<file path="config.mk">
export PLATFORM = sky130hd
export DESIGN_NAME = i2c_irq_flags
export DESIGN_NICKNAME = d
export VERILOG_FILES = /design/src/rtl/i2c_irq_pkg.sv /design/src/rtl/i2c_irq_clear_decode.sv /design/src/rtl/i2c_irq_flag_bank.sv /design/src/rtl/i2c_irq_route.sv /design/src/rtl/i2c_irq_flags.sv
export SDC_FILE = /design/constraint.sdc
export NUM_CORES = 1
export LEC_CHECK = 0
export ABC_CLOCK_PERIOD_IN_PS = 1200
export BUFFER_PORTS_ARGS = -buffer_cell sky130_fd_sc_hd__buf_4
export CAP_MARGIN = 15
export CORE_MARGIN = 2
export CORE_UTILIZATION = 30
export CTS_BUF_LIST = sky130_fd_sc_hd__clkbuf_4
export DETAILED_ROUTE_END_ITERATION = 6
export PLACE_DENSITY = 0.77
export SYNTH_ARGS = -nofsm -noshare
export SYNTH_HDL_FRONTEND = slang
export SYNTH_SLANG_ARGS = --single-unit
export TNS_END_PERCENT = 10
</file>
<file path="constraint.sdc">
create_clock -name clk -period 1.2 [get_ports clk]
set_clock_uncertainty 0.05 [all_clocks]
set_input_delay 0.12 -clock clk [delete_from_list [all_inputs] [get_ports clk]]
set_output_delay 0.12 -clock clk [all_outputs]
set_load 0.05 [all_outputs]
</file>
<file path="src/rtl/i2c_irq_pkg.sv">
package i2c_irq_pkg;

    localparam int NUM_FLAGS = 13;
    localparam int NUM_EN    = 7;

    // flag positions
    localparam int F_RX    = 0;
    localparam int F_TX    = 1;
    localparam int F_STOP  = 2;
    localparam int F_TCR   = 3;
    localparam int F_TC    = 4;
    localparam int F_ADDR  = 5;
    localparam int F_NACK  = 6;
    localparam int F_BERR  = 7;
    localparam int F_ARB   = 8;
    localparam int F_OVR   = 9;
    localparam int F_PEC   = 10;
    localparam int F_TOUT  = 11;
    localparam int F_ALERT = 12;

    // enable positions
    localparam int E_RX   = 0;
    localparam int E_TX   = 1;
    localparam int E_STOP = 2;
    localparam int E_TC   = 3;
    localparam int E_ADDR = 4;
    localparam int E_NACK = 5;
    localparam int E_ERR  = 6;

    localparam logic [NUM_FLAGS-1:0] W1C_MASK = 13'b1_1111_1110_0100;
    localparam logic [NUM_FLAGS-1:0] EVT_MASK = 13'b0_0000_0111_1111;
    localparam logic [NUM_FLAGS-1:0] ERR_MASK = 13'b1_1111_1000_0000;

    typedef logic [NUM_FLAGS-1:0] flag_vec_t;

    typedef struct packed {
        flag_vec_t flags;
    } bank_state_t;

    typedef struct packed {
        logic glob;
        logic evt;
        logic err;
    } route_state_t;

    // enable bit that gates a given flag
    function automatic int en_of(input int f);
        case (f)
            F_RX:    return E_RX;
            F_TX:    return E_TX;
            F_STOP:  return E_STOP;
            F_TCR:   return E_TC;
            F_TC:    return E_TC;
            F_ADDR:  return E_ADDR;
            F_NACK:  return E_NACK;
            default: return E_ERR;
        endcase
    endfunction

endpackage

</file>
<file path="src/rtl/i2c_irq_clear_decode.sv">
module i2c_irq_clear_decode
    import i2c_irq_pkg::*;
#(
    parameter int COUNT_W = 8
) (
    input  logic               rd_rxdata,
    input  logic               wr_txdata,
    input  logic               clr_wr,
    input  flag_vec_t          clr_data,
    input  logic               ctl_wr,
    input  logic [COUNT_W-1:0] ctl_count,
    input  logic               ctl_start,
    input  logic               ctl_stop,
    output flag_vec_t          clr_vec
);

    flag_vec_t w1c_hit;

    always_comb begin
        w1c_hit = clr_wr ? (clr_data & W1C_MASK) : '0;
        clr_vec = '0;
        for (int k = 0; k < NUM_FLAGS; k++) begin
            if (W1C_MASK[k]) clr_vec[k] = w1c_hit[k];
        end
        clr_vec[F_RX]  = rd_rxdata;
        clr_vec[F_TX]  = wr_txdata;
        clr_vec[F_TCR] = ctl_wr && (ctl_count != '0);
        clr_vec[F_TC]  = ctl_wr && (ctl_start || ctl_stop);
    end

endmodule

</file>
<file path="src/rtl/i2c_irq_flag_bank.sv">
module i2c_irq_flag_bank
    import i2c_irq_pkg::*;
(
    input  logic      clk,
    input  logic      rst_n,
    input  flag_vec_t ev_pulse,
    input  flag_vec_t clr_vec,
    output flag_vec_t flags
);

    bank_state_t st_d, st_q;

    always_comb begin
        st_d = st_q;
        // set has priority over clear
        st_d.flags = ev_pulse | (st_q.flags & ~clr_vec);
    end

    always_ff @(posedge clk) begin
        if (!rst_n) st_q <= '0;
        else        st_q <= st_d;
    end

    assign flags = st_q.flags;

endmodule

</file>
<file path="src/rtl/i2c_irq_route.sv">
module i2c_irq_route
    import i2c_irq_pkg::*;
#(
    parameter bit SPLIT_LINES = 1'b1
) (
    input  logic              clk,
    input  logic              rst_n,
    input  flag_vec_t         flags,
    input  logic [NUM_EN-1:0] irq_en,
    output logic              irq_global,
    output logic              irq_event,
    output logic              irq_error
);

    flag_vec_t    gated;
    logic         any_evt, any_err;
    route_state_t rs_d, rs_q;

    always_comb begin
        for (int k = 0; k < NUM_FLAGS; k++) begin
            gated[k] = flags[k] & irq_en[en_of(k)];
        end
        any_evt = |(gated & EVT_MASK);
        any_err = |(gated & ERR_MASK);
    end

    generate
        if (SPLIT_LINES) begin : g_split
            always_comb begin
                rs_d      = '0;
                rs_d.evt  = any_evt;
                rs_d.err  = any_err;
            end
        end else begin : g_single
            always_comb begin
                rs_d      = '0;
                rs_d.glob = any_evt | any_err;
            end
        end
    endgenerate

    always_ff @(posedge clk) begin
        if (!rst_n) rs_q <= '0;
        else        rs_q <= rs_d;
    end

    assign irq_global = rs_q.glob;
    assign irq_event  = rs_q.evt;
    assign irq_error  = rs_q.err;

endmodule

</file>
<file path="src/rtl/i2c_irq_flags.sv">
module i2c_irq_flags
    import i2c_irq_pkg::*;
#(
    parameter bit SPLIT_LINES = 1'b1,
    parameter int COUNT_W     = 8
) (
    input  logic               clk,
    input  logic               rst_n,
    input  logic [12:0]        ev_pulse,
    input  logic               rd_rxdata,
    input  logic               wr_txdata,
    input  logic               clr_wr,
    input  logic [12:0]        clr_data,
    input  logic               ctl_wr,
    input  logic [COUNT_W-1:0] ctl_count,
    input  logic               ctl_start,
    input  logic               ctl_stop,
    input  logic [6:0]         irq_en,
    output logic [12:0]        flags,
    output logic               irq_global,
    output logic               irq_event,
    output logic               irq_error
);

    flag_vec_t clr_vec;

    i2c_irq_clear_decode #(.COUNT_W(COUNT_W)) u_clr (
        .rd_rxdata (rd_rxdata),
        .wr_txdata (wr_txdata),
        .clr_wr    (clr_wr),
        .clr_data  (clr_data),
        .ctl_wr    (ctl_wr),
        .ctl_count (ctl_count),
        .ctl_start (ctl_start),
        .ctl_stop  (ctl_stop),
        .clr_vec   (clr_vec)
    );

    i2c_irq_flag_bank u_bank (
        .clk      (clk),
        .rst_n    (rst_n),
        .ev_pulse (ev_pulse),
        .clr_vec  (clr_vec),
        .flags    (flags)
    );

    i2c_irq_route #(.SPLIT_LINES(SPLIT_LINES)) u_route (
        .clk        (clk),
        .rst_n      (rst_n),
        .flags      (flags),
        .irq_en     (irq_en),
        .irq_global (irq_global),
        .irq_event  (irq_event),
        .irq_error  (irq_error)
    );

endmodule

</file>
After elaboration in Yosys (flattened, before gate mapping)
Index checks and enable logic that the tools add are counted.
Word-level totals
  flip-flop bits (word level): 15
  output and inout port bits: 16
  logic and storage cells: 26
  input bits: 49
Cells by class
  reduce and logical (&&, ||, !) cells: 6
  bitwise operators: 16
  multiplexer cells: 1
Operators by type and width (count)
  1-bit bitwise AND: 13
  13-bit bitwise AND: 1
  13-bit 2-to-1 mux: 1
  13-bit inverter: 1
  13-bit OR: 1
  8-bit nonzero test: 1
  7-bit OR reduction: 1
  6-bit OR reduction: 1
  1-bit logical AND: 2
  1-bit logical OR: 1

Longest topological paths before layout
Gate-level depths: netlist of run 1.
  word-level depth: 5
  gate-level depth with buffers: 4

Hierarchy
A second synthesis of run 1 with hierarchy kept.
Unflattened totals
  cells, all modules: 66
  area, all modules: 650.6 µm²
By module, submodules not included
  i2c_irq_flag_bank: instances 1, sequential area each 260.2 µm², cells an instance 40, area an instance 450.4 µm²
  i2c_irq_route: instances 1, sequential area each 40.0 µm², cells an instance 11, area an instance 101.3 µm²
  i2c_irq_clear_decode: instances 1, sequential area each 0.0 µm², cells an instance 15, area an instance 98.8 µm²

Least setup slack after synthesis of run 1
Ideal clock, no wire load.
  kind: reg2reg
  start point: reg u_bank.st_q, in the netlist u_bank.flags[10]
  end point: reg u_route.rs_q, in the netlist u_route.irq_error
  arrival: 1.301 ns
  stages on the path, launching flop included: 3
  setup slack: -0.273 ns
  path buffers: 0
  cells stage by stage: dfxtp_1 -> or4_1 -> o311a_1
Between the ends
  word-level cells in the longest chain between the ends: 2
Ends and longest elaborated chain
  start: declaration: line i2c_irq_flag_bank.sv:11  | bank_state_t st_d, st_q;
  start signal: assignment: line i2c_irq_flag_bank.sv:21  | else st_q <= st_d;
  1-bit bitwise AND: line i2c_irq_route.sv:21  | gated[k] = flags[k] & irq_en[en_of(k)];
  6-bit OR reduction: line i2c_irq_route.sv:24  | any_err = |(gated & ERR_MASK);
  end signal: assignment: line i2c_irq_route.sv:44  | else rs_q <= rs_d;
  end: declaration: line i2c_irq_route.sv:17  | route_state_t rs_d, rs_q;
No other way between the ends.
A chain may end at the register's enable or synchronous reset.

Worst setup path after layout of run 1
  start point: reg u_bank.st_q, in the netlist u_bank.flags[9]
  end point: reg u_route.rs_q, in the netlist u_route.irq_error
The elaborated chain is that of the path after synthesis.

==> out/qor.yml, run 1 <==
outcome:
  status: "complete, but fails checks"
  failed_checks: "negative hold slack, negative setup slack"
clocking:
  root_buffer: "clkbuf_4"
  post_cts_buffers: 0
  clk_latency_ps: 270
  cts.clk_slew.worst_paths_ps: 80
  cts_sinks: 15
  clockBufferDepth: 2
  cts_max_level: 1
  cts_tree: "done"
  cts_made_buffers: 3
route:
  vias: 726
  post-route-drc-count: 0
  ant_nets: 0
  wl_mm: 1.79
  drt-initial-drc-count: 6
  wl_per_cell_um: 11.1
  dr.pass1.iters: 4
  avgViaCountPerCell: 4.48
synth:
  ys_seq_elements: 15
  synth_top_family_by_area: "compound AO/OA/AOI/OAI gates"
  yosys.area_share.simple: 0.186
  synth-compound-area-share: 0.209
  synth_area_um2: 552
  synth_fa_ha_area_frac: 0
  synth_xor_area_frac: 0
  synthMuxAreaShare: 0
  syn_avg_cell_area_um2: 8.11
  yosysSeqAreaShare: 0.544
  synthCells: 68
  syn-num-nets: 117
  ys_types: 15
  yosysWarnings: 0
job:
  maxCapViolCount: 0
hold_path:
  hp-class: "in -> reg"
  hold_path_depth: 3
critical_path:
  cp_max_fo: 2
  worstSetupStartpointType: "register"
  cp.required_ps: 1320
  r2r_slack_ps: -80
  reg2reg_depth: 2
  r2r_start: "u_bank.flags[9]$_SDFF_PN0_"
  arrival_ps: 1400
  worst_setup_path_end_kind: "register"
  path_class: "reg -> reg"
  reg2reg_to: "u_route.irq_error$_SDFF_PN0_"
  worstSetupStartpoint: "u_bank.flags[9]$_SDFF_PN0_"
  endpoint: "u_route.irq_error$_SDFF_PN0_"
die:
  initial_core_util: 0.320
  die-width_um: 46.9
  die_h_um: 46.9
  rows: 15
  die-area_um2: 2200
  ios: 65
  core_region_area_um2: 1730
cells_and_area:
  final_util: 0.659
  layout.cells.non_filler: 162
  nets: 187
  diodes: 0
  layout-drive-gt1-share: 0.518
  syn2layout_area_growth_pct: 106
timing:
  hold_viol_final: 2
  whs_ps: -1.87
  final_min_period_over_clock_period: 1.06
  fmax_mhz: 784
  slew_viol_final: 0
  rsz0062_at_grt: "true"
  setup_viol: 1
  fin_ws_ps: -75.8
  period_needed_ps: 1280
placed_design:
  io_buffer_count: 59
  placedCellCount: 152
  place.gp.congestion: 0.827
  dp_hpwl_mm: 1.42
global_routing:
  grt_usage: 0.179
  gr-total-overflow: 0
  grt_pass1_wl_mm: 2.76
  antenna_found_initial: 0
  grt_max_degree: 14
  first_global_vias: 676
power_and_ir_drop:
  power_density_nw_per_um2: 1090
  irDropWorstVdd_v: 0.000697
  p_leak_nw: 0.578
[cells in the mapped netlist]
cell type   n  area share
nor2_1     12       0.082
nor4_1      2       0.023
a21oi_1    12        0.11
or4_1       1       0.014
clkbuf_1    2       0.014
conb_1      1      0.0068
dfxtp_1    15        0.54
o21ai_0     3       0.027
nand2_1    10       0.068
o311a_1     1       0.018
a222oi_1    1       0.018
a31oi_1     2       0.023
inv_1       4       0.027
a22oi_1     1       0.014
buf_4       1       0.014
[kinds of logic (layout without fill, tap and decap cells)]
family | count (synthesis) | after routing
DFF | 15 | 15
AOI/OAI and AO/OA | 20 | 20
buffers and inverters | 7 | 76
and+or+nand+nor | 25 | 25
other | 1 | 1
[critical path, cell delays in order (launching register included)]
cell and delay, ps:
dfxtp_4 340, or4_4 490, o311a_1 290
[per-stage QoR]
stage	cell area, µm²	total power, mW	setup slack [ps]	hold slack [ps]	setup TNS, ps
after global placement	1040	0.939	-79.8	266	-79.8
after global routing	1140	1.32	-96.9	9.26	-96.9
after detailed placement	1040	0.945	-91.5	271	-91.5
final	1140	1.25	-75.8	-1.87	-75.8
after CTS	1120	1.25	-81.7	1.21	-81.7
after floorplan	562	0.757	-149	170	-149
[cell usage in the layout (no fill, tap or decap), drive strengths merged, types with 2 or more instances in the layout]
cell type,instances
o21ai,3
nor4,2
nand2,10
a31oi,2
clkbuf,4
dfxtp,15
dlygate4sd3,6
buf,62
inv,4
a21oi,12
nor2,12
[power breakdown]
group / internal [mW] / leakage (nW) / total [mW] / switching, mW
Sequential: 0.534 / 0.127 / 0.557 / 0.0232
Clock: 0.151 / 0.0184 / 0.296 / 0.144
Combinational: 0.185 / 0.432 / 0.393 / 0.208
Total: 0.870 / 0.578 / 1.25 / 0.375
[timing repair]
item | 4_1_cts | 5_1_grt
endpoints found under the hold margin | 5 | 1
pin swaps | 1 | 0
hold buffers | 5 | 1
gates resized for setup | 0 | 1
setup endpoints to repair | 1 | 1
[worst min-delay path by stage]
stage / from / end / slack [ps]
3_5_place_dp: ctl_wr / u_bank.flags[3]$_SDFF_PN0_ / 270
5_1_grt: ev_pulse[5] / u_bank.flags[5]$_SDFF_PN0_ / 9
4_1_cts: ev_pulse[4] / u_bank.flags[4]$_SDFF_PN0_ / 1
3_3_place_gp: ctl_wr / u_bank.flags[3]$_SDFF_PN0_ / 270
6_report: ev_pulse[4] / u_bank.flags[4]$_SDFF_PN0_ / -2
2_1_floorplan: ctl_wr / u_bank.flags[3]$_SDFF_PN0_ / 170
[layer usage]
layer / vias up / share of wire / track usage
li1: 367 / - / -
met1: 317 / 0.36 / 0.180
met2: 36 / 0.51 / 0.323
met3: 6 / 0.10 / 0.0615
met4: 0 / 0.028 / 0.0944
met5: - / 0 / 0
[state kept, by name, summed over array words and instances (netlist names)]
name / count
u_bank.flags: 13
u_route.irq_error: 1
u_route.irq_event: 1
[layout make-up]
cell class	instances	area (µm²)
fillers	171	589
flip-flops and latches	15	310
inverters	4	15.0
repair buffers	68	526
clock buffers	4	30.0
well taps	25	31.3
multi-input cells	46	225
(Power assumes the default switching activity.)
==> inputs of run 2 (changes only) <==
Settings changed: ABC_CLOCK_PERIOD_IN_PS 1200 to 1600, BUFFER_PORTS_ARGS -buffer_cell sky130_fd_sc_hd__buf_4 to -buffer_cell sky130_fd_sc_hd__buf_2, CORE_UTILIZATION 30 to 36, PLACE_DENSITY 0.77 to 0.86.
Clock period 1.2 ns to 1.6 ns, I/O delays scaled along.
==> run 2 against run 1 <==
  * The run now ends clean
  * Utilization down 5.9 points
  * Via count down 6.5%
  * Die area down 15%
  * Sequential power down 25%
  * Combinational power down 43%
  * Final cell count down 11%
  * Clock power down 22%
  * Worst hold slack better by 26 ps
  * Largest cell class is now flip-flops and latches
  * Critical path type unchanged
==> out/qor.yml, run 2 (synthesis results as in run 1) <==
die:
  core_region_area_um2: 1470  # -15%
  rows: 14  # -1
  ios: 65  # unchanged
  die-area_um2: 1860  # -15%
  die-width_um: 43.2  # -8.0%
  die_h_um: 43.2  # -8.0%
  initial_core_util: 0.375  # +0.0554
cells_and_area:
  diodes: 0  # unchanged
  largest_reg_flops: 13  # unchanged
  layout_common_cells: "buf_2, dfxtp_1, a21oi_1, nor2_1, nand2_1"
  syn2layout_area_growth_pct: 59.9
  fillers: 138  # -19%
  layout.cells.non_filler: 144  # -11%
  final_common_cell: "buf_2"
  nets: 178  # -4.8%
  layout-drive-gt1-share: 0.492  # -0.0261
  final_util: 0.599  # -0.0592
outcome:
  status: "complete, no violations"
timing:
  slew_viol_final: 0  # unchanged
  fmax_mhz: 777  # -0.87%
  hold_viol_final: 0  # -2
  setup_viol: 0  # -1
  final_min_period_over_clock_period: 0.804  # -0.259
  rsz0062_at_grt: "false"
  final.setup.tns_ps: 0  # +75.8 ps
  period_needed_ps: 1290  # +11.2 ps
clocking:
  cts_max_level: 1  # unchanged
  ctsHoldBuffers: 0  # -5
  ctsResizeCount: 0  # unchanged
  cts_tree: "done"
  post_cts_buffers: 0  # unchanged
  cts_made_buffers: 3  # unchanged
  cts.clk_slew.worst_paths_ps: 90  # about the same
  clockBufferDepth: 2  # unchanged
  root_buffer: "clkbuf_4"
  cts_sinks: 15  # unchanged
  clk_latency_ps: 280  # about the same
critical_path:
  worstSetupStartpointType: "register"
  cp_slowest_cell: "or4_1"
  cp_top_family: "simple AND/OR/NAND/NOR gates"
  worst_setup_path_end_kind: "register"
  path_class: "reg -> reg"
  slowest_delay_ps: 520  # +30 ps
  arrival_ps: 1410  # about the same
  cp.required_ps: 1720  # +400 ps
  crit_chain: "or4_1, o311a_1"
  crit_buf_inv: 0  # unchanged
  cp_max_fo: 3  # +1
hold_path:
  hp-class: "in -> reg"
placed_design:
  placedCellCount: 140  # -7.9%
  place.gp.congestion: 0.750  # -9.3%
  dp_hpwl_mm: 1.25  # -12%
  io_buffer_count: 59  # unchanged
global_routing:
  grt_pass1_wl_mm: 2.35  # -15%
  first_global_vias: 587  # -13%
  antenna_found_initial: 0  # unchanged
  grt_usage: 0.170  # -0.00909
  grt_max_degree: 14  # unchanged
  gr-total-overflow: 0  # unchanged
power_and_ir_drop:
  p_leak_nw: 0.490  # -15%
  power_density_nw_per_um2: 988  # -9.8%
  p_total_mw: 0.872  # -30%
  irDropWorstVdd_v: 0.000520  # -25%
route:
  wl_mm: 1.51  # -16%
  post-route-drc-count: 0  # unchanged
  drt-initial-drc-count: 8  # +2
  dr.pass1.iters: 4  # unchanged
  ant_nets: 0  # unchanged
  wl_per_cell_um: 10.5  # -5.0%
  vias: 679  # -6.5%
  avgViaCountPerCell: 4.72  # +5.2%
job:
  maxCapViolCount: 0  # unchanged
## run 2: path summary, 6_finish.rpt
check | from | endpoint | slack, ps | cells after the start
worst max-delay path | u_bank.flags[10]$_SDFF_PN0_ | u_route.irq_error$_SDFF_PN0_ | 310 | 2
worst min-delay path | ctl_wr | u_bank.flags[3]$_SDFF_PN0_ | 20 | 2
worst max register to register | u_bank.flags[10]$_SDFF_PN0_ | u_route.irq_error$_SDFF_PN0_ | 310 | 2
worst min register to register | u_bank.flags[0]$_SDFF_PN0_ | u_bank.flags[0]$_SDFF_PN0_ | 460 | 2
## run 2: worst register-to-register path, stage by stage, from the launching register on
cell and delay, ps:
dfxtp_1 320, or4_1 520, o311a_1 290
## run 2: metal layers
layer / up-vias / global-route usage / share of wire
li1: 352 / - / -
met1: 297 / 0.202 / 0.44
met2: 28 / 0.281 / 0.48
met3: 2 / 0.0383 / 0.071
met4: 0 / 0.0909 / 0.013
met5: - / 0 / 0
## run 2: layout make-up
type	count	area, µm²	share of cell area
sequential	15	300	0.340
timing repair buffer	59	295	0.335
multi-input combinational	46	221	0.251
clock buffer	4	30.0	0.0340
tap	16	20.0	0.0227
inverter	4	15.0	0.0170
## run 2: per-stage QoR
step	hold slack, ps	worst slack (ps)	cell area, µm²
after detailed placement	317	314	852
final	24.0	313	882
after global placement	307	319	852
after CTS	8.24	303	882
after global routing	29.1	275	882
after floorplan	210	127	552
## run 2: report_power, final
group,total (mW),switching [mW],internal [mW]
registers,0.417,0.0161,0.400
logic,0.225,0.149,0.0762
clock network,0.230,0.116,0.114
